==> src/rtl/sdw_pkg.sv <==
package sdw_pkg;

  localparam logic [7:0] FILL_BYTE   = 8'hFF;
  localparam logic [7:0] TOK_SINGLE  = 8'hFE;
  localparam logic [7:0] TOK_MULTI   = 8'hFC;
  localparam logic [7:0] TOK_STOP    = 8'hFD;
  localparam logic [4:0] RESP_ACCEPT = 5'h05;

  localparam logic [7:0] STAT_OK     = 8'h00;
  localparam logic [7:0] STAT_REJECT = 8'h08;
  localparam logic [7:0] STAT_TMO    = 8'h80;

  typedef enum logic [2:0] {
    SEL_FILL,
    SEL_START,
    SEL_STOP,
    SEL_DATA,
    SEL_CRC_HI,
    SEL_CRC_LO
  } byteSel_t;

  // strobes from control to datapath
  typedef struct packed {
    logic     issue;
    byteSel_t sel;
    logic     crcClr;
    logic     tokMulti;
  } dpCmd_t;

  typedef enum logic [3:0] {
    PH_IDLE,
    PH_LEAD,
    PH_TOKEN,
    PH_DATA,
    PH_CRC_HI,
    PH_CRC_LO,
    PH_RESP,
    PH_BUSY,
    PH_STOP_LEAD,
    PH_STOP_TOK
  } phase_t;

  // one payload byte through the x^16+x^12+x^5+1 register, msb first
  function automatic logic [15:0] crcStep(input logic [15:0] cur, input logic [7:0] b);
    logic [15:0] r;
    r = cur;
    for (int i = 7; i >= 0; i--) begin
      if (r[15] ^ b[i]) r = {r[14:0], 1'b0} ^ 16'h1021;
      else              r = {r[14:0], 1'b0};
    end
    return r;
  endfunction

endpackage

==> src/rtl/sdw_datapath.sv <==
module sdw_datapath
  import sdw_pkg::*;
(
  input  logic       clk,
  input  logic       rstN,
  input  dpCmd_t     cmd,
  input  logic [7:0] inData,
  input  logic [7:0] xferRx,
  output logic [7:0] xferTx,
  output logic       xferStart,
  output logic       respFound,
  output logic       respOk,
  output logic       rxIdle
);

  logic [15:0] crcQ;
  logic [7:0]  txByte;

  always_comb begin
    case (cmd.sel)
      SEL_START:  txByte = cmd.tokMulti ? TOK_MULTI : TOK_SINGLE;
      SEL_STOP:   txByte = TOK_STOP;
      SEL_DATA:   txByte = inData;
      SEL_CRC_HI: txByte = crcQ[15:8];
      SEL_CRC_LO: txByte = crcQ[7:0];
      default:    txByte = FILL_BYTE;
    endcase
  end

  always_ff @(posedge clk or negedge rstN) begin
    if (!rstN) begin
      crcQ      <= '0;
      xferTx    <= FILL_BYTE;
      xferStart <= 1'b0;
    end else begin
      xferStart <= cmd.issue;
      if (cmd.issue) xferTx <= txByte;
      if (cmd.crcClr) crcQ <= '0;
      else if (cmd.issue && cmd.sel == SEL_DATA) crcQ <= crcStep(crcQ, inData);
    end
  end

  // decode of the byte the card returned in the finished slot
  assign respFound = ~xferRx[4];
  assign respOk    = (xferRx[4:0] == RESP_ACCEPT);
  assign rxIdle    = (xferRx == FILL_BYTE);

  assert_crc_clear_R3: assert property (@(posedge clk) disable iff (!rstN)
    cmd.crcClr |=> (crcQ == 16'h0000));

  assert_start_spacing_R10: assert property (@(posedge clk) disable iff (!rstN)
    xferStart |=> !xferStart);

endmodule

==> src/rtl/sdw_ctrl.sv <==
module sdw_ctrl
  import sdw_pkg::*;
#(
  parameter int BLOCK_BYTES = 512,
  parameter int RESP_TRIES  = 8,
  parameter int BUSY_LIMIT  = 3000000,
  parameter int CNT_W       = 16
) (
  input  logic             clk,
  input  logic             rstN,
  input  logic             start,
  input  logic             multiMode,
  input  logic [CNT_W-1:0] blockCount,
  input  logic             inValid,
  output logic             inReady,
  input  logic             xferDone,
  input  logic             respFound,
  input  logic             respOk,
  input  logic             rxIdle,
  output dpCmd_t           cmd,
  output logic             busy,
  output logic             done,
  output logic [7:0]       status
);

  localparam int BYTE_W = (BLOCK_BYTES > 1) ? $clog2(BLOCK_BYTES) : 1;
  localparam int TRY_W  = $clog2(RESP_TRIES + 1);
  localparam int BUSY_W = $clog2(BUSY_LIMIT + 1);
  localparam logic [BYTE_W-1:0] BYTE_LAST = BYTE_W'(BLOCK_BYTES - 1);
  localparam logic [TRY_W-1:0]  TRY_LAST  = TRY_W'(RESP_TRIES - 1);
  localparam logic [BUSY_W-1:0] BUSY_LAST = BUSY_W'(BUSY_LIMIT - 1);

  phase_t            stateQ, stateD;
  logic              waitQ, waitD;
  logic [BYTE_W-1:0] byteQ, byteD;
  logic [TRY_W-1:0]  tryQ, tryD;
  logic [BUSY_W-1:0] pollQ, pollD;
  logic [CNT_W-1:0]  blocksQ, blocksD;
  logic              multiQ, multiD;
  logic              afterStopQ, afterStopD;
  logic              doneQ, doneD;
  logic [7:0]        statusQ, statusD;
  logic              issueNow;

  assign issueNow = (stateQ != PH_IDLE) && !waitQ && ((stateQ != PH_DATA) || inValid);
  assign inReady  = (stateQ == PH_DATA) && !waitQ;

  always_comb begin
    cmd          = '0;
    cmd.issue    = issueNow;
    cmd.crcClr   = issueNow && (stateQ == PH_LEAD);
    cmd.tokMulti = multiQ;
    case (stateQ)
      PH_TOKEN:   cmd.sel = SEL_START;
      PH_STOP_TOK:cmd.sel = SEL_STOP;
      PH_DATA:    cmd.sel = SEL_DATA;
      PH_CRC_HI:  cmd.sel = SEL_CRC_HI;
      PH_CRC_LO:  cmd.sel = SEL_CRC_LO;
      default:    cmd.sel = SEL_FILL;
    endcase
  end

  always_comb begin
    stateD     = stateQ;
    waitD      = waitQ;
    byteD      = byteQ;
    tryD       = tryQ;
    pollD      = pollQ;
    blocksD    = blocksQ;
    multiD     = multiQ;
    afterStopD = afterStopQ;
    doneD      = 1'b0;
    statusD    = statusQ;
    if (issueNow) waitD = 1'b1;
    if (stateQ == PH_IDLE) begin
      if (start) begin
        multiD     = multiMode;
        blocksD    = blockCount;
        afterStopD = 1'b0;
        if (blockCount != '0)  stateD = PH_LEAD;
        else if (multiMode)    stateD = PH_STOP_LEAD;
        else begin
          doneD   = 1'b1;
          statusD = STAT_OK;
        end
      end
    end else if (waitQ && xferDone) begin
      waitD = 1'b0;
      case (stateQ)
        PH_LEAD:  stateD = PH_TOKEN;
        PH_TOKEN: begin
          stateD = PH_DATA;
          byteD  = '0;
        end
        PH_DATA: begin
          if (byteQ == BYTE_LAST) stateD = PH_CRC_HI;
          else byteD = byteQ + 1'b1;
        end
        PH_CRC_HI: stateD = PH_CRC_LO;
        PH_CRC_LO: begin
          stateD = PH_RESP;
          tryD   = '0;
        end
        PH_RESP: begin
          if (respFound || tryQ == TRY_LAST) begin
            if (respOk) begin
              stateD     = PH_BUSY;
              pollD      = '0;
              afterStopD = 1'b0;
            end else begin
              stateD  = PH_IDLE;
              doneD   = 1'b1;
              statusD = STAT_REJECT;
            end
          end else tryD = tryQ + 1'b1;
        end
        PH_BUSY: begin
          if (pollQ != '0 && rxIdle) begin
            if (afterStopQ) begin
              stateD  = PH_IDLE;
              doneD   = 1'b1;
              statusD = STAT_OK;
            end else if (blocksQ == CNT_W'(1)) begin
              blocksD = '0;
              if (multiQ) stateD = PH_STOP_LEAD;
              else begin
                stateD  = PH_IDLE;
                doneD   = 1'b1;
                statusD = STAT_OK;
              end
            end else begin
              blocksD = blocksQ - 1'b1;
              stateD  = PH_LEAD;
            end
          end else if (pollQ == BUSY_LAST) begin
            stateD  = PH_IDLE;
            doneD   = 1'b1;
            statusD = STAT_TMO;
          end else pollD = pollQ + 1'b1;
        end
        PH_STOP_LEAD: stateD = PH_STOP_TOK;
        PH_STOP_TOK: begin
          stateD     = PH_BUSY;
          pollD      = '0;
          afterStopD = 1'b1;
        end
        default: stateD = PH_IDLE;
      endcase
    end
  end

  always_ff @(posedge clk or negedge rstN) begin
    if (!rstN) begin
      stateQ     <= PH_IDLE;
      waitQ      <= 1'b0;
      byteQ      <= '0;
      tryQ       <= '0;
      pollQ      <= '0;
      blocksQ    <= '0;
      multiQ     <= 1'b0;
      afterStopQ <= 1'b0;
      doneQ      <= 1'b0;
      statusQ    <= STAT_OK;
    end else begin
      stateQ     <= stateD;
      waitQ      <= waitD;
      byteQ      <= byteD;
      tryQ       <= tryD;
      pollQ      <= pollD;
      blocksQ    <= blocksD;
      multiQ     <= multiD;
      afterStopQ <= afterStopD;
      doneQ      <= doneD;
      statusQ    <= statusD;
    end
  end

  assign busy   = (stateQ != PH_IDLE);
  assign done   = doneQ;
  assign status = statusQ;

  assert_done_pulse_R9: assert property (@(posedge clk) disable iff (!rstN)
    doneQ |=> !doneQ);

  assert_status_code_R5: assert property (@(posedge clk) disable iff (!rstN)
    doneQ |-> (statusQ == STAT_OK || statusQ == STAT_REJECT || statusQ == STAT_TMO));

  assert_resp_bound_R4: assert property (@(posedge clk) disable iff (!rstN)
    (stateQ == PH_RESP) |-> (tryQ < TRY_W'(RESP_TRIES)));

  assert_poll_bound_R6: assert property (@(posedge clk) disable iff (!rstN)
    (stateQ == PH_BUSY) |-> (pollQ < BUSY_W'(BUSY_LIMIT)));

  assert_stop_multi_R8: assert property (@(posedge clk) disable iff (!rstN)
    (stateQ == PH_STOP_TOK) |-> (multiQ && statusQ == STAT_OK || multiQ));

endmodule

==> src/rtl/sd_block_writer.sv <==
module sd_block_writer
  import sdw_pkg::*;
#(
  parameter int BLOCK_BYTES = 512,
  parameter int RESP_TRIES  = 8,
  parameter int BUSY_LIMIT  = 3000000,
  parameter int CNT_W       = 16
) (
  input  logic             clk,
  input  logic             rstN,
  input  logic             start,
  input  logic             multiMode,
  input  logic [CNT_W-1:0] blockCount,
  input  logic [7:0]       inData,
  input  logic             inValid,
  output logic             inReady,
  output logic [7:0]       xferTx,
  output logic             xferStart,
  input  logic [7:0]       xferRx,
  input  logic             xferDone,
  output logic             busy,
  output logic             done,
  output logic [7:0]       status
);

  dpCmd_t cmd;
  logic   respFound;
  logic   respOk;
  logic   rxIdle;

  sdw_ctrl #(
    .BLOCK_BYTES(BLOCK_BYTES),
    .RESP_TRIES (RESP_TRIES),
    .BUSY_LIMIT (BUSY_LIMIT),
    .CNT_W      (CNT_W)
  ) ctrl (
    .clk       (clk),
    .rstN      (rstN),
    .start     (start),
    .multiMode (multiMode),
    .blockCount(blockCount),
    .inValid   (inValid),
    .inReady   (inReady),
    .xferDone  (xferDone),
    .respFound (respFound),
    .respOk    (respOk),
    .rxIdle    (rxIdle),
    .cmd       (cmd),
    .busy      (busy),
    .done      (done),
    .status    (status)
  );

  sdw_datapath dp (
    .clk      (clk),
    .rstN     (rstN),
    .cmd      (cmd),
    .inData   (inData),
    .xferRx   (xferRx),
    .xferTx   (xferTx),
    .xferStart(xferStart),
    .respFound(respFound),
    .respOk   (respOk),
    .rxIdle   (rxIdle)
  );

endmodule

==> config.mk <==
export PLATFORM = sky130hd
export DESIGN_NAME = sd_block_writer
export DESIGN_NICKNAME = d
export VERILOG_FILES = /design/src/rtl/sdw_pkg.sv /design/src/rtl/sdw_datapath.sv /design/src/rtl/sdw_ctrl.sv /design/src/rtl/sd_block_writer.sv
export SDC_FILE = /design/constraint.sdc
export NUM_CORES = 1
export LEC_CHECK = 0
export BUFFER_PORTS_ARGS = -buffer_cell sky130_fd_sc_hd__buf_2
export CORE_MARGIN = 4
export CORE_UTILIZATION = 45
export CTS_CLUSTER_SIZE = 40
export DETAILED_ROUTE_END_ITERATION = 8
export PLACE_DENSITY = 0.66
export SYNTH_ARGS = -nofsm -noshare
export SYNTH_HDL_FRONTEND = slang
export SYNTH_SLANG_ARGS = --single-unit
==> constraint.sdc <==
create_clock -name clk -period 2.32 [get_ports clk]
set_input_delay 0 -clock clk [delete_from_list [all_inputs] [get_ports clk]]
set_output_delay 0 -clock clk [all_outputs]
set_load 0.1 [all_outputs]
==> metrics.md <==
| Metric | Value |
|---|---|
| Final Wtd Congestion | `0.9041` |
| Pwr Total | `7675 uW` |
| Global-route wire length before repair | `23.76 mm` |
| Psw | `3442 uW` |
| First drt pass iteration count | `5` |
| Post-synthesis cell type count | `68` |
| Final setup violation count | `0` |
| CTS tree | `yes` |
| Clock transition at path regs | `0.07 ns` |
| # clock sinks | `86` |
| Largest net degree at the start of global routing | `45` |
| Layout net count | `767` |
| Routed len/inst | `16.87 um` |
| Row count | `39` |
| Sequential-to-total area share from yosys stat | `41.29%` |
| Worst-path fanout max | `7` |
| Placed Area | `0.006018 sq mm` |
| Routed WL | `14.68 mm` |
| Min Clock Period, post-route | `2.299 ns` |
| RSZ-0062 raised after global routing | `true` |
| Post-layout util | `58.56%` |
| Commonest non-fill, non-tap cell in the layout | `dfrtp_1` |
| Period utilization | `99.11%` |
| Maxcap violations | `0` |
| Iteration-0 DRC Markers | `298` |
| Max Freq | `434.9 MHz` |
| Grt ovf | `0` |
| Number of port buffers | `51` |
| Flops & latches, synth | `86` |
| Syn Inst Count | `604` |
| DRC | `0` |
| Share of cells above drive strength 1 | `24.90%` |
| Max clock buf depth | `2` |
| Core box area | `0.01142 sq mm` |
| CP max stage cell | `or4_4` |
| Starting density of the core | `45.86%` |
| Commonest cells after routing, fill and taps aside | `dfrtp_1 (76), o21ai_0 (68), nand2_1 (64), buf_4 (64), buf_2 (49)` |
| Die area | `0.01343 sq mm` |
| Fillers | `992` |
| Post-route cell area | `0.006686 sq mm` |
| Root buffer cell | `clkbuf_16` |
| Area grow syn2layout | `27.69%` |
| Measured slew at the worst slew-check pin | `0.5868 ns` |
| Chip height | `115.9 um` |
| Critical Path AT | `2.53 ns` |
| Flop pwr share | `31.5%` |
| Syn_area_per_cell | `8.669 sq um` |
| Ant diodes | `0` |
| Crit end category | `register` |
| Worst hold path class | `primary input to register` |
| Total CTS buffers | `9` |
| Crit Path Class | `register to register` |
| Hold WS | `0.01516 ns` |
| Cell chain of the critical path | `buf_4 -> ha_1 -> and3_4 -> nand4_1 -> or4_4 -> a21oi_4 -> nor2_2 -> mux2_4` |
| Ys Warns | `0` |
| Reg2reg setup slack | `0.02 ns` |
| Die width | `115.9 um` |
| CP max stage delay | `0.58 ns` |
| Clk_skew | `0.01129 ns` |
| GRT Total Usage | `22.14%` |
| Synth Flop Type | `dfrtp_1` |
| Peak VDD IR | `0.9859 mV` |
| Critical path startpoint category | `register` |
| Fin. max-slew vios | `0` |
| H-tree Lvls | `3` |
| Combinational share of power | `49.1%` |
| Static Leak | `0.002839 uW` |
| Final worst slack | `0.02065 ns` |
| I/O pins | `58` |
| Status | `completed` |
| Via Count | `5,109` |
| Clk Latency, worst-skew pair | `0.35 ns` |
| Detail Route Antenna Nets | `0` |
| Pint | `4233 uW` |
| Vias in the first global route | `4,837` |
| Ys async rst share | `100.0%` |
| Power density over the cells | `1148 mW/mm^2` |
| Antenna violations before repair | `0` |
| Clk pwr share | `19.5%` |
| HPWL after DPL | `10.28 mm` |
| Pre-CTS setup slack | `-0.08443 ns` |
| Net Sw Frac | `44.85%` |
| Relative slew margins | `60.88%` |
| Post-synth EDFFs | `0` |
| Worst Path Required | `2.55 ns` |
| Mapped Area | `0.005236 sq mm` |
| Via density | `5.872` |
| Final Hold Fails | `0` |
[power groups by stage]
| stage | clock network [uW] | registers, uW | logic, uW |
|---|---|---|---|
| floorplan | 0 | 2800 | 2180 |
| global placement | 0 | 2400 | 3560 |
| detailed placement | 0 | 2420 | 3640 |
| CTS | 1520 | 2400 | 3690 |
| global route | 1570 | 2480 | 4090 |
| finish | 1490 | 2420 | 3770 |
[per-layer routing]
metal,part of all wire [%],global-route usage (%)
met4,2.0,7.734
met2,49,36.63
met1,44,29.56
met5,0,0
met3,4.9,3.499
[Yosys cell counts, types with 10 or more instances]
master	n	share of area [%]
a21oi_1	39	3.7
clkbuf_1	16	1.1
dfrtp_1	78	37
inv_1	14	1.0
nand2_1	64	4.6
nand3_1	19	1.8
nand4_1	17	2.0
nor2_1	49	3.5
nor3_1	21	2.0
nor4_1	13	1.6
o21ai_0	68	6.5
o31ai_1	12	1.7
or3_1	16	1.9
xnor2_1	18	3.0
xor2_1	10	1.7
[kinds of logic (layout without fill, tap and decap cells)]
kind of cell               count (synthesis)  after routing  synth area share [%]
and+or+nand+nor                          249            249                 25.02
AOI/OAI and AO/OA                        173            173                 20.57
DFF                                       86             86                 41.29
buffers and inverters                     48            166                 4.182
xor gates and xnor gates                  28             28                 4.683
muxes                                     12             12                 2.509
adders and majority gates                  7              7                 1.673
other                                      1              6               0.07162
[critical path: cells and delay by family, from the launching register on]
| kind | cells | cell delay [ns] |
|---|---|---|
| and+or+nand+nor | 4 | 1.01 |
| DFF | 1 | 0.34 |
| muxes | 1 | 0.31 |
| AOI/OAI and AO/OA | 1 | 0.26 |
| adders and majority gates | 1 | 0.15 |
| buffers and inverters | 1 | 0.12 |
[path summary, 6_finish.rpt]
kind                                      from  cells after the start                to
worst max-delay path             ctrl.pollQ[1]                      8     ctrl.pollQ[0]
worst min-delay path            blockCount[11]                      4  ctrl.blocksQ[11]
worst max register to register   ctrl.pollQ[1]                      8     ctrl.pollQ[0]
worst min register to register   ctrl.byteQ[7]                      1     ctrl.byteQ[7]
max in group asynchronous                 rstN                      3      dp.xferTx[5]
min in group asynchronous                 rstN                      2       dp.crcQ[10]
[state kept, by name (all words and copies together), names as in the netlist]
name	flops
ctrl.waitQ	1
ctrl.done	1
ctrl.afterStopQ	1
ctrl.status	2
dp.xferStart	1
ctrl.tryQ	4
dp.crcQ	16
ctrl.multiQ	1
ctrl.stateQ	4
ctrl.pollQ	22
ctrl.byteQ	9
ctrl.blocksQ	16
dp.xferTx	8
[stage by stage]
step	setup TNS (ns)	std cells
after CTS	0	863
after floorplan	0	609
after detailed placement	-0.1091	828
after global routing	-0.1636	870
final	0	870
after global placement	0	828
[layout make-up]
class	count	area, sq um	share of cell area [%]
timing repair buffer	135	969.7	14.50
clock buffer	11	242.7	3.630
inverter	15	70.07	1.048
multi-input combinational	475	3002	44.89
tap	143	178.9	2.676
sequential	86	2165	32.37
clock inverter	5	58.81	0.8795
[what timing repair did]
item                                    in CTS  in global routing
hold buffers                                17                  0
pin swaps                                    3                 15
endpoints found under the setup margin      10                 33
resized for setup                            4                 23
buffers inserted                             2                  7
hold endpoints to repair                    56                  0
Power figures use the tool's default switching activity.
